### config.mk
export PLATFORM = sky130hd
export DESIGN_NAME = cmpl_timeout
export DESIGN_NICKNAME = d
export VERILOG_FILES = /design/src/rtl/cmpl_timeout_pkg.sv /design/src/rtl/cto_cfg_reg.sv /design/src/rtl/cto_limit.sv /design/src/rtl/cto_wait_ctr.sv /design/src/rtl/cmpl_timeout.sv
export SDC_FILE = /design/constraint.sdc
export NUM_CORES = 1
export LEC_CHECK = 0
export ABC_AREA = 1
export BUFFER_PORTS_ARGS = -buffer_cell sky130_fd_sc_hd__buf_2
export CAP_MARGIN = 0
export CORE_ASPECT_RATIO = 2
export CORE_UTILIZATION = 53
export DETAILED_ROUTE_END_ITERATION = 12
export GPL_ROUTABILITY_DRIVEN = 0
export HOLD_SLACK_MARGIN = 0.06
export PLACE_DENSITY = 0.86
export SYNTH_ARGS = -nofsm -noshare
export SYNTH_HDL_FRONTEND = slang
export SYNTH_SLANG_ARGS = --single-unit
### constraint.sdc
create_clock -name clk -period 3.4 [get_ports clk]
set_input_delay 0 -clock clk [delete_from_list [all_inputs] [get_ports clk]]
set_output_delay 0 -clock clk [all_outputs]
set_load 0.02 [all_outputs]
### src/rtl/cmpl_timeout_pkg.sv
// Package: shared widths and the multiplier-selector decode for the
// completion timeout counter. Assumes the multipliers are powers of two.
package cmpl_timeout_pkg;
    localparam int CYC_W = 4;
    localparam int SEL_W = 3;
    localparam int LIM_W = 24;
    localparam int REG_W = 32;
    localparam int FLD_W = CYC_W + SEL_W;

    // Left-shift amount that stands for each multiplier selector value.
    function automatic int unsigned sel_to_shift(input logic [SEL_W-1:0] sel);
        case (sel)
            3'd0:    return 0;
            3'd1:    return 4;
            3'd2:    return 7;
            3'd3:    return 8;
            3'd4:    return 10;
            3'd5:    return 12;
            3'd6:    return 16;
            default: return 20;
        endcase
    endfunction
endpackage

### src/rtl/cto_cfg_reg.sv
// Configuration register: holds the cycle count and the multiplier selector.
// Assumes writes are single-cycle strobes. While prot is high, writes are dropped.
module cto_cfg_reg
    import cmpl_timeout_pkg::*;
(
    input  logic             clk,
    input  logic             rst_n,
    input  logic             wr_en,
    input  logic             prot,
    input  logic [FLD_W-1:0] wr_fld,
    output logic [CYC_W-1:0] cyc,
    output logic [SEL_W-1:0] sel
);
    // Capture both fields on an unprotected write.
    always_ff @(posedge clk) begin
        if (!rst_n) begin
            cyc <= '0;
            sel <= '0;
        end else if (wr_en && !prot) begin
            cyc <= wr_fld[CYC_W-1:0];
            sel <= wr_fld[FLD_W-1:CYC_W];
        end
    end
endmodule

### src/rtl/cto_limit.sv
// Limit builder: scales the cycle count by the selected power of two.
// Uses a shift, not a multiplier. Assumes LIM_W holds 15 << 20.
module cto_limit
    import cmpl_timeout_pkg::*;
(
    input  logic [CYC_W-1:0] cyc,
    input  logic [SEL_W-1:0] sel,
    output logic [LIM_W-1:0] limit
);
    // Widen the count, then shift it by the decoded amount.
    always_comb begin
        limit = LIM_W'(cyc) << sel_to_shift(sel);
    end
endmodule

### src/rtl/cto_wait_ctr.sv
// Wait counter: counts cycles from a start event and flags an error once
// the count passes the limit. Completion ends the wait. The error is sticky
// and freezes the counter until clr. Assumes start, cmpl and clr are synchronous.
module cto_wait_ctr
    import cmpl_timeout_pkg::*;
(
    input  logic             clk,
    input  logic             rst_n,
    input  logic             start,
    input  logic             cmpl,
    input  logic             clr,
    input  logic [LIM_W-1:0] limit,
    output logic             err
);
    logic             active;
    logic [LIM_W-1:0] cnt;

    // Sequence the wait: clear, then freeze, then restart, then complete or count.
    always_ff @(posedge clk) begin
        if (!rst_n) begin
            active <= 1'b0;
            cnt    <= '0;
            err    <= 1'b0;
        end else if (clr) begin
            active <= 1'b0;
            cnt    <= '0;
            err    <= 1'b0;
        end else if (err) begin
            active <= 1'b0;
        end else if (start) begin
            active <= 1'b1;
            cnt    <= '0;
        end else if (active) begin
            if (cmpl) begin
                active <= 1'b0;
                cnt    <= '0;
            end else if (cnt >= limit) begin
                err    <= 1'b1;
                active <= 1'b0;
            end else begin
                cnt    <= cnt + 1'b1;
            end
        end
    end
endmodule

### src/rtl/cmpl_timeout.sv
// Top: completion timeout counter. It joins the configuration register, the
// limit builder and the wait counter. Assumes the event inputs are
// one-cycle pulses, synchronous to clk.
module cmpl_timeout
    import cmpl_timeout_pkg::*;
(
    input  logic             clk,
    input  logic             rst_n,
    input  logic             cfg_wr_en,
    input  logic [REG_W-1:0] cfg_wr_data,
    output logic [REG_W-1:0] cfg_rd_data,
    input  logic             wprot_en,
    input  logic             data_end,
    input  logic             resp_end,
    input  logic             resp_no_data,
    input  logic             cmpl_sig,
    input  logic             err_clr,
    output logic             timeout_err
);
    logic [CYC_W-1:0] cyc;
    logic [SEL_W-1:0] sel;
    logic [LIM_W-1:0] limit;
    logic             start_evt;
    logic             unused_hi;

    assign unused_hi = ^cfg_wr_data[REG_W-1:FLD_W];

    // A wait begins at the end of data, or at the end of a data-less response.
    always_comb begin
        start_evt = data_end || (resp_end && resp_no_data);
    end

    // Read-back: fields in the low bits, zeros above them.
    always_comb begin
        cfg_rd_data = {{(REG_W-FLD_W){1'b0}}, sel, cyc};
    end

    cto_cfg_reg u_cfg (
        .clk    (clk),
        .rst_n  (rst_n),
        .wr_en  (cfg_wr_en),
        .prot   (wprot_en),
        .wr_fld (cfg_wr_data[FLD_W-1:0]),
        .cyc    (cyc),
        .sel    (sel)
    );

    cto_limit u_lim (
        .cyc   (cyc),
        .sel   (sel),
        .limit (limit)
    );

    cto_wait_ctr u_ctr (
        .clk   (clk),
        .rst_n (rst_n),
        .start (start_evt),
        .cmpl  (cmpl_sig),
        .clr   (err_clr),
        .limit (limit),
        .err   (timeout_err)
    );
endmodule

==> impl_metrics.json, run 1 <==
{
  "num_vias": 3663,
  "cp_num_buf_inv": 3,
  "regArea_um2": 660.6,
  "coreArea_mm2": 0.005758,
  "fin_crit_ps": 3268,
  "synthSimpleGateAreaFrac_pct": 43.28,
  "grt_usage_pct": 29.86,
  "layout.nets": 646,
  "synth-xor-area-share_pct": 0.2757,
  "cts_buffers": 5,
  "synth_area_leaders": "dfxtp_1, nand2_1, ha_1",
  "cts_max_path_buffers": 2,
  "peakVddDrop_mv": 0.3602,
  "finalCritPeriodShare_pct": 96.13,
  "worst_hold_slack_ps": 136.1,
  "swShare_pct": 34.26,
  "crit_slowest_cell": "dfxtp_1",
  "synthAdderAreaFrac_pct": 9.846,
  "grt_pass1_wl_mm": 14.64,
  "synth_area_leader_cell": "dfxtp_1",
  "cp_cell_sequence": "nand2_1 > inv_1 > nor2_1 > nand2_1 > inv_1 > o21ai_0 > nand2_1 > nor2_1 > nand2_1 > ha_1 > nand2_1 > nor2_2 > nand2_1 > nor3_2 > nand3_2 > nand2_2 > nand2_4 > buf_12 > a21oi_1 > nor2_1",
  "internal_power_uw": 847.9,
  "rows": 39,
  "clk_pin_slew_ps": 50,
  "criticalPathCategory": "reg2reg",
  "antenna_cells": 0,
  "finalWorstSetupSlack_ps": 131.5,
  "place_inst": 617,
  "fp.dieArea_mm2": 0.006327,
  "place_hpwl_mm": 6.758,
  "synthFlopType": "dfxtp_1",
  "synth_top_family_by_area": "simple AND/OR/NAND/NOR gates",
  "tightest_slew_ps": 1097,
  "fmax_mhz": 306.0,
  "switchingPower_uw": 441.8,
  "end_kind": "flip-flop",
  "arrival_ps": 3440,
  "viasPerCell": 5.706,
  "final_cell_count_no_fill": 642,
  "clock_latency_ps": 280,
  "seq_area_frac_synth_pct": 20.80,
  "synth_top_area_share_pct": 20.80,
  "power.share.combinational_pct": 28.9,
  "antenna_found_initial": 0,
  "maxCapViolCount": 0,
  "yosysWarnings": 0,
  "synth.most_common_cell": "nand2_1",
  "synth.distinct_cells": 36,
  "cts_tree": "built",
  "p_per_area_mw_per_mm2": 354.9,
  "clk_root_buffer_cell": "clkbuf_16",
  "clock-sinks": 33,
  "drive_gt1_share_pct": 12.74,
  "pwr-share-seq_pct": 33.5,
  "dp_worst_setup_slack_ps": 143.3,
  "multiInputGateArea_mm2": 0.002173,
  "ios": 74,
  "finalSetupViolCount": 0,
  "drt_pass1_iterations": 9,
  "drt_iter0_drc": 169,
  "fillers": 503,
  "synth_cells": 535,
  "max_stage_delay_ps": 450,
  "die_x_um": 56.75,
  "synth_edf_count": 0,
  "drv_slew": 0,
  "ys_seq_elements": 33,
  "async_flop_share_pct": 0,
  "wl_per_cell_um": 14.38,
  "synth_commonest_cells": "nand2_1, nor2_1, nand3_1",
  "area_growth_pct": 14.38,
  "synth-compound-area-share_pct": 11.30,
  "pwr-share-clk_pct": 37.6,
  "start_util_pct": 55.17,
  "synth_area_per_cell_um2": 5.938,
  "wl_mm": 9.232,
  "min_path_type": "in2reg",
  "hold_viol_final": 0,
  "grt_max_degree": 36,
  "fin_skew_ps": 1.612,
  "crit_path_frequent_cell": "nand2_1",
  "io_buffers": 23,
  "muxShareOfSynthArea_pct": 0,
  "synthesis.area_mm2": 0.003177,
  "cpLargestDelayFamily": "simple AND/OR/NAND/NOR gates",
  "finish.utilization_pct": 63.10,
  "status": "finished with violations",
  "grt_pass1_vias": 3369,
  "overflow": 0,
  "finalSetupTns_ps": 0,
  "cp.required_ps": 3570,
  "max_slew_margin_pct": 26.82,
  "die_y_um": 111.5,
  "violations": "design-rule violations",
  "critPathMaxFanout": 35,
  "drc": 6,
  "cp-start-kind": "flip-flop",
  "htreeDepth": 2,
  "leakage_uw": 0.001690,
  "antenna_left": 0
}
## area by class of cell
class                      count  area share (%)
multi-input combinational    438           59.81
sequential                    33           18.18
timing repair buffer          50           10.19
inverter                      52           5.372
clock buffer                   7           4.201
tap                           61           2.101
clock inverter                 1          0.1377
## power groups by stage
stage | logic (uW) | clock network, uW | registers [uW]
finish | 372 | 485 | 432
global route | 407 | 501 | 435
CTS | 346 | 489 | 430
detailed placement | 329 | 0 | 438
global placement | 319 | 0 | 437
floorplan | 269 | 0 | 438
## layout by cell type, fill, tap and decap left out, drive strengths merged, types with 3 or more instances in the layout
master / Yosys / layout
nor3: 3 / 3
nand3: 57 / 57
inv: 50 / 50
or2: 8 / 8
clkinv: 2 / 3
clkbuf: 3 / 7
o21ai: 20 / 20
dfxtp: 33 / 33
nor2: 81 / 81
dlygate4sd3: 0 / 16
conb: 1 / 25
buf: 33 / 34
ha: 25 / 25
a21oi: 39 / 39
nand2: 165 / 165
nand4: 5 / 5
## worst min-delay path, cell delays in order
cell,delay (ps)
buf_2,110
nor2_4,100
nand3_1,100
a21oi_1,60
## final timing paths
kind,from,end,slack [ps],depth (start not counted)
worst min register to register,u_ctr.active,u_ctr.active,500,2
worst min-delay path,cmpl_sig,u_ctr.err,140,4
worst max register to register,u_cfg.sel[2],u_ctr.cnt[6],130,20
worst max-delay path,u_cfg.sel[2],u_ctr.cnt[6],130,20
## kinds of logic (layout without fill, tap and decap cells)
kind of cell	count (synthesis)	in the layout
AO/OA/AOI/OAI	67	67
adder cells (fa/ha/maj)	25	25
AND/OR/NAND/NOR	320	320
XOR/XNOR	1	1
other	1	25
flip-flops	33	33
buffers and inverters	88	110
## metal layers
| layer | track usage (%) | up-vias | wire length, um |
|---|---|---|---|
| met2 | 56.51 | 206 | 4850 |
| met3 | 3.484 | 61 | 540 |
| met1 | 27.03 | 1631 | 3017 |
| met4 | 24.39 | 0 | 825 |
| met5 | 0 | - | 0 |
| li1 | - | 1765 | - |
## sequential cells by signal, summed over array words and instances (netlist names)
signal / count
u_cfg.sel: 3
u_ctr.active: 1
u_ctr.cnt: 24
u_ctr.err: 1
u_cfg.cyc: 4
## timing repair
item | 4_1_cts | 5_1_grt
hold endpoints to repair | 8 | 0
hold buffers | 16 | 0
setup endpoints to repair | 0 | 24
setup buffers | 0 | 1
resized for setup | 0 | 9
## per-stage QoR
stage               total power (uW)  cell area (um2)
finish                          1290             3633
CTS                             1265             3602
global placement               755.8             3284
floorplan                      706.5             3267
detailed placement             767.3             3284
global route                    1343             3633
Power figures use the tool's default switching activity.
==> run 2, diff against run 1 <==
--- a/config.mk
+++ b/config.mk
@@ -14,6 +14,7 @@
 export GPL_ROUTABILITY_DRIVEN = 0
 export HOLD_SLACK_MARGIN = 0.06
 export PLACE_DENSITY = 0.86
+export REMOVE_ABC_BUFFERS = 1
 export SYNTH_ARGS = -nofsm -noshare
 export SYNTH_HDL_FRONTEND = slang
 export SYNTH_SLANG_ARGS = --single-unit
==> run 2 against run 1 <==
Maximum frequency increased by 0.38%. Critical endpoint unchanged. Sequential share of layout area is 0.20 points lower. Worst setup slack better by 12 ps. Cell area increased by 1.3%. Highest routed layer unchanged. Power increased by 5.4%. Die area is the same. Clock power rose by 12%. First-iteration DRC count grew 8.9%. Register-to-register slack barely moved. Core utilization rose by 0.83 points. Worst hold slack got worse by 11 ps. The run still ends with design-rule violations left. Global-route usage increased by 2.1 points.
==> impl_metrics.json, run 2 (synthesis results as in run 1) <==
{
  "top_register": "u_ctr.cnt",
  "criticalPathCategory": "reg2reg",
  "grt_pass1_wl_mm": 15.74,
  "min_path_type": "in2reg",
  "rsz0062_at_grt": "yes",
  "ios": 74,
  "finalSetupViolCount": 0,
  "fin_skew_ps": 4.728,
  "grt_pass1_vias": 3621,
  "cp-start-kind": "flip-flop",
  "largestRegisters": "u_ctr.cnt: 24 flops, u_cfg.cyc: 4 flops, u_cfg.sel: 3 flops",
  "peakVddDrop_mv": 0.3883,
  "layout_common_cells": "nand2_1, nor2_1, nand3_1, inv_1, a21oi_1",
  "arrival_ps": 3470,
  "fillers": 486,
  "crit_path_frequent_cell": "nand2_1",
  "die_y_um": 111.5,
  "tightest_slew_ps": 965.6,
  "total_power_uw": 1360,
  "drive_gt1_share_pct": 14.24,
  "hold_viol_final": 0,
  "io_buffers": 23,
  "htreeDepth": 2,
  "maxCapViolCount": 0,
  "num_vias": 3772,
  "fp.dieArea_mm2": 0.006327,
  "start_util_pct": 55.17,
  "area_growth_pct": 15.87,
  "cp_cell_sequence": "inv_1 > o21ai_2 > nand2_1 > inv_1 > nand3_1 > o21ai_0 > buf_4 > nand2_1 > ha_1 > nand2_1 > nor2_2 > nand2_2 > nor3_2 > nand3_2 > nand2_2 > nand2_4 > buf_12 > nand3_1 > nand2_1 > nor2_1",
  "cts_tree": "built",
  "fin_crit_ps": 3256,
  "die_x_um": 56.75,
  "antenna_left": 0,
  "drv_slew": 0,
  "rows": 39,
  "max_slew_margin_pct": 35.56,
  "viasPerCell": 5.857,
  "finalCritPeriodShare_pct": 95.76,
  "layout.nets": 648,
  "wl_per_cell_um": 15.47,
  "antenna_found_initial": 0,
  "final_cell_count_no_fill": 644,
  "critPathMaxFanout": 30,
  "largest_register_ffs": 24,
  "place_inst": 618,
  "clk_pin_slew_ps": 60,
  "finalSetupTns_ps": 0,
  "cts_max_path_buffers": 2,
  "max_stage_delay_ps": 410,
  "antenna_cells": 0,
  "grt_max_degree": 31,
  "p_per_area_mw_per_mm2": 369.4,
  "grt_usage_pct": 31.97,
  "clock-sinks": 33,
  "cts_buffers": 5,
  "layout_commonest_cell": "nand2_1",
  "drc": 11,
  "worst_hold_slack_ps": 125.3,
  "coreArea_mm2": 0.005758,
  "fmax_mhz": 307.1,
  "leakage_uw": 0.001705,
  "end_kind": "flip-flop",
  "clk_root_buffer_cell": "clkbuf_16",
  "drt_iter0_drc": 184,
  "overflow": 0,
  "crit_slowest_cell": "dfxtp_1",
  "whs_path_depth": 4,
  "status": "finished with violations",
  "rr_worst_depth": 20,
  "clock_latency_ps": 280,
  "wl_mm": 9.961,
  "drt_pass1_iterations": 10,
  "cp.required_ps": 3610,
  "place_hpwl_mm": 6.921,
  "violations": "design-rule violations"
}
==> run 2: cell count changes in the layout (fill, tap and decap cells not counted), moves of 2 or more <==
cell / change
a21oi_1: -2
a21oi_2: +2
buf_4: +2
nor2_1: -2
nor2_2: +2
o21ai_2: +2
==> run 2: metrics by stage <==
step	util [%]	cell area [um2]	setup WS, ps
after floorplan	-	3005	573.4
after global placement	57.17	3292	200.3
after detailed placement	57.17	3292	87.09
after CTS	62.95	3625	46.60
after global routing	63.93	3681	-82.95
final	63.93	3681	144.0
==> run 2: critical path: cells and delay by family, from the launching register on <==
| kind | cells | cell delay [ps] |
|---|---|---|
| simple gates | 13 | 1530 |
| buf+inv | 4 | 660 |
| flops | 1 | 410 |
| fa+ha+maj | 1 | 290 |
| compound gates | 2 | 280 |
==> run 2: power breakdown <==
| part | switching, uW | internal, uW | total [uW] | leakage (uW) |
|---|---|---|---|---|
| clock network | 175 | 366 | 541 | 0.0000841 |
| registers | 29.0 | 405 | 434 | 0.000269 |
| logic | 248 | 138 | 385 | 0.00135 |
==> run 2: area by class of cell <==
| cell class | instances | area (um2) | area share, % |
|---|---|---|---|
| Sequential cell | 33 | 661.9 | 17.98 |
| Tap cell | 61 | 76.32 | 2.073 |
| Clock inverter | 1 | 30.03 | 0.8158 |
| Inverter | 52 | 195.2 | 5.303 |
| Clock buffer | 7 | 142.6 | 3.875 |
| Timing Repair Buffer | 52 | 385.4 | 10.47 |
| Multi-Input combinational cell | 438 | 2190 | 59.48 |
==> run 2: worst paths after layout <==
check | startpoint | end | slack (ps)
setup / recovery | u_cfg.sel[1] | u_ctr.cnt[6] | 140
hold / removal | cmpl_sig | u_ctr.err | 130
setup reg to reg | u_cfg.sel[1] | u_ctr.cnt[6] | 140
hold reg to reg | u_ctr.active | u_ctr.err | 500
==> run 2: what timing repair did <==
item	4_1_cts	5_1_grt
hold buffers	16	0
endpoints found under the setup margin	0	25
buffers inserted	0	2
hold endpoints to repair	8	0
resized for setup	0	18
==> run 2: layer usage <==
layer,track usage (%),share of wire (%),up-vias,wire length (um)
met2,58.81,53,228,5246
met4,31.71,11,0,1092
met3,4.065,5.5,91,551
met5,0,0,-,0
met1,27.77,31,1688,3070
li1,-,-,1765,-
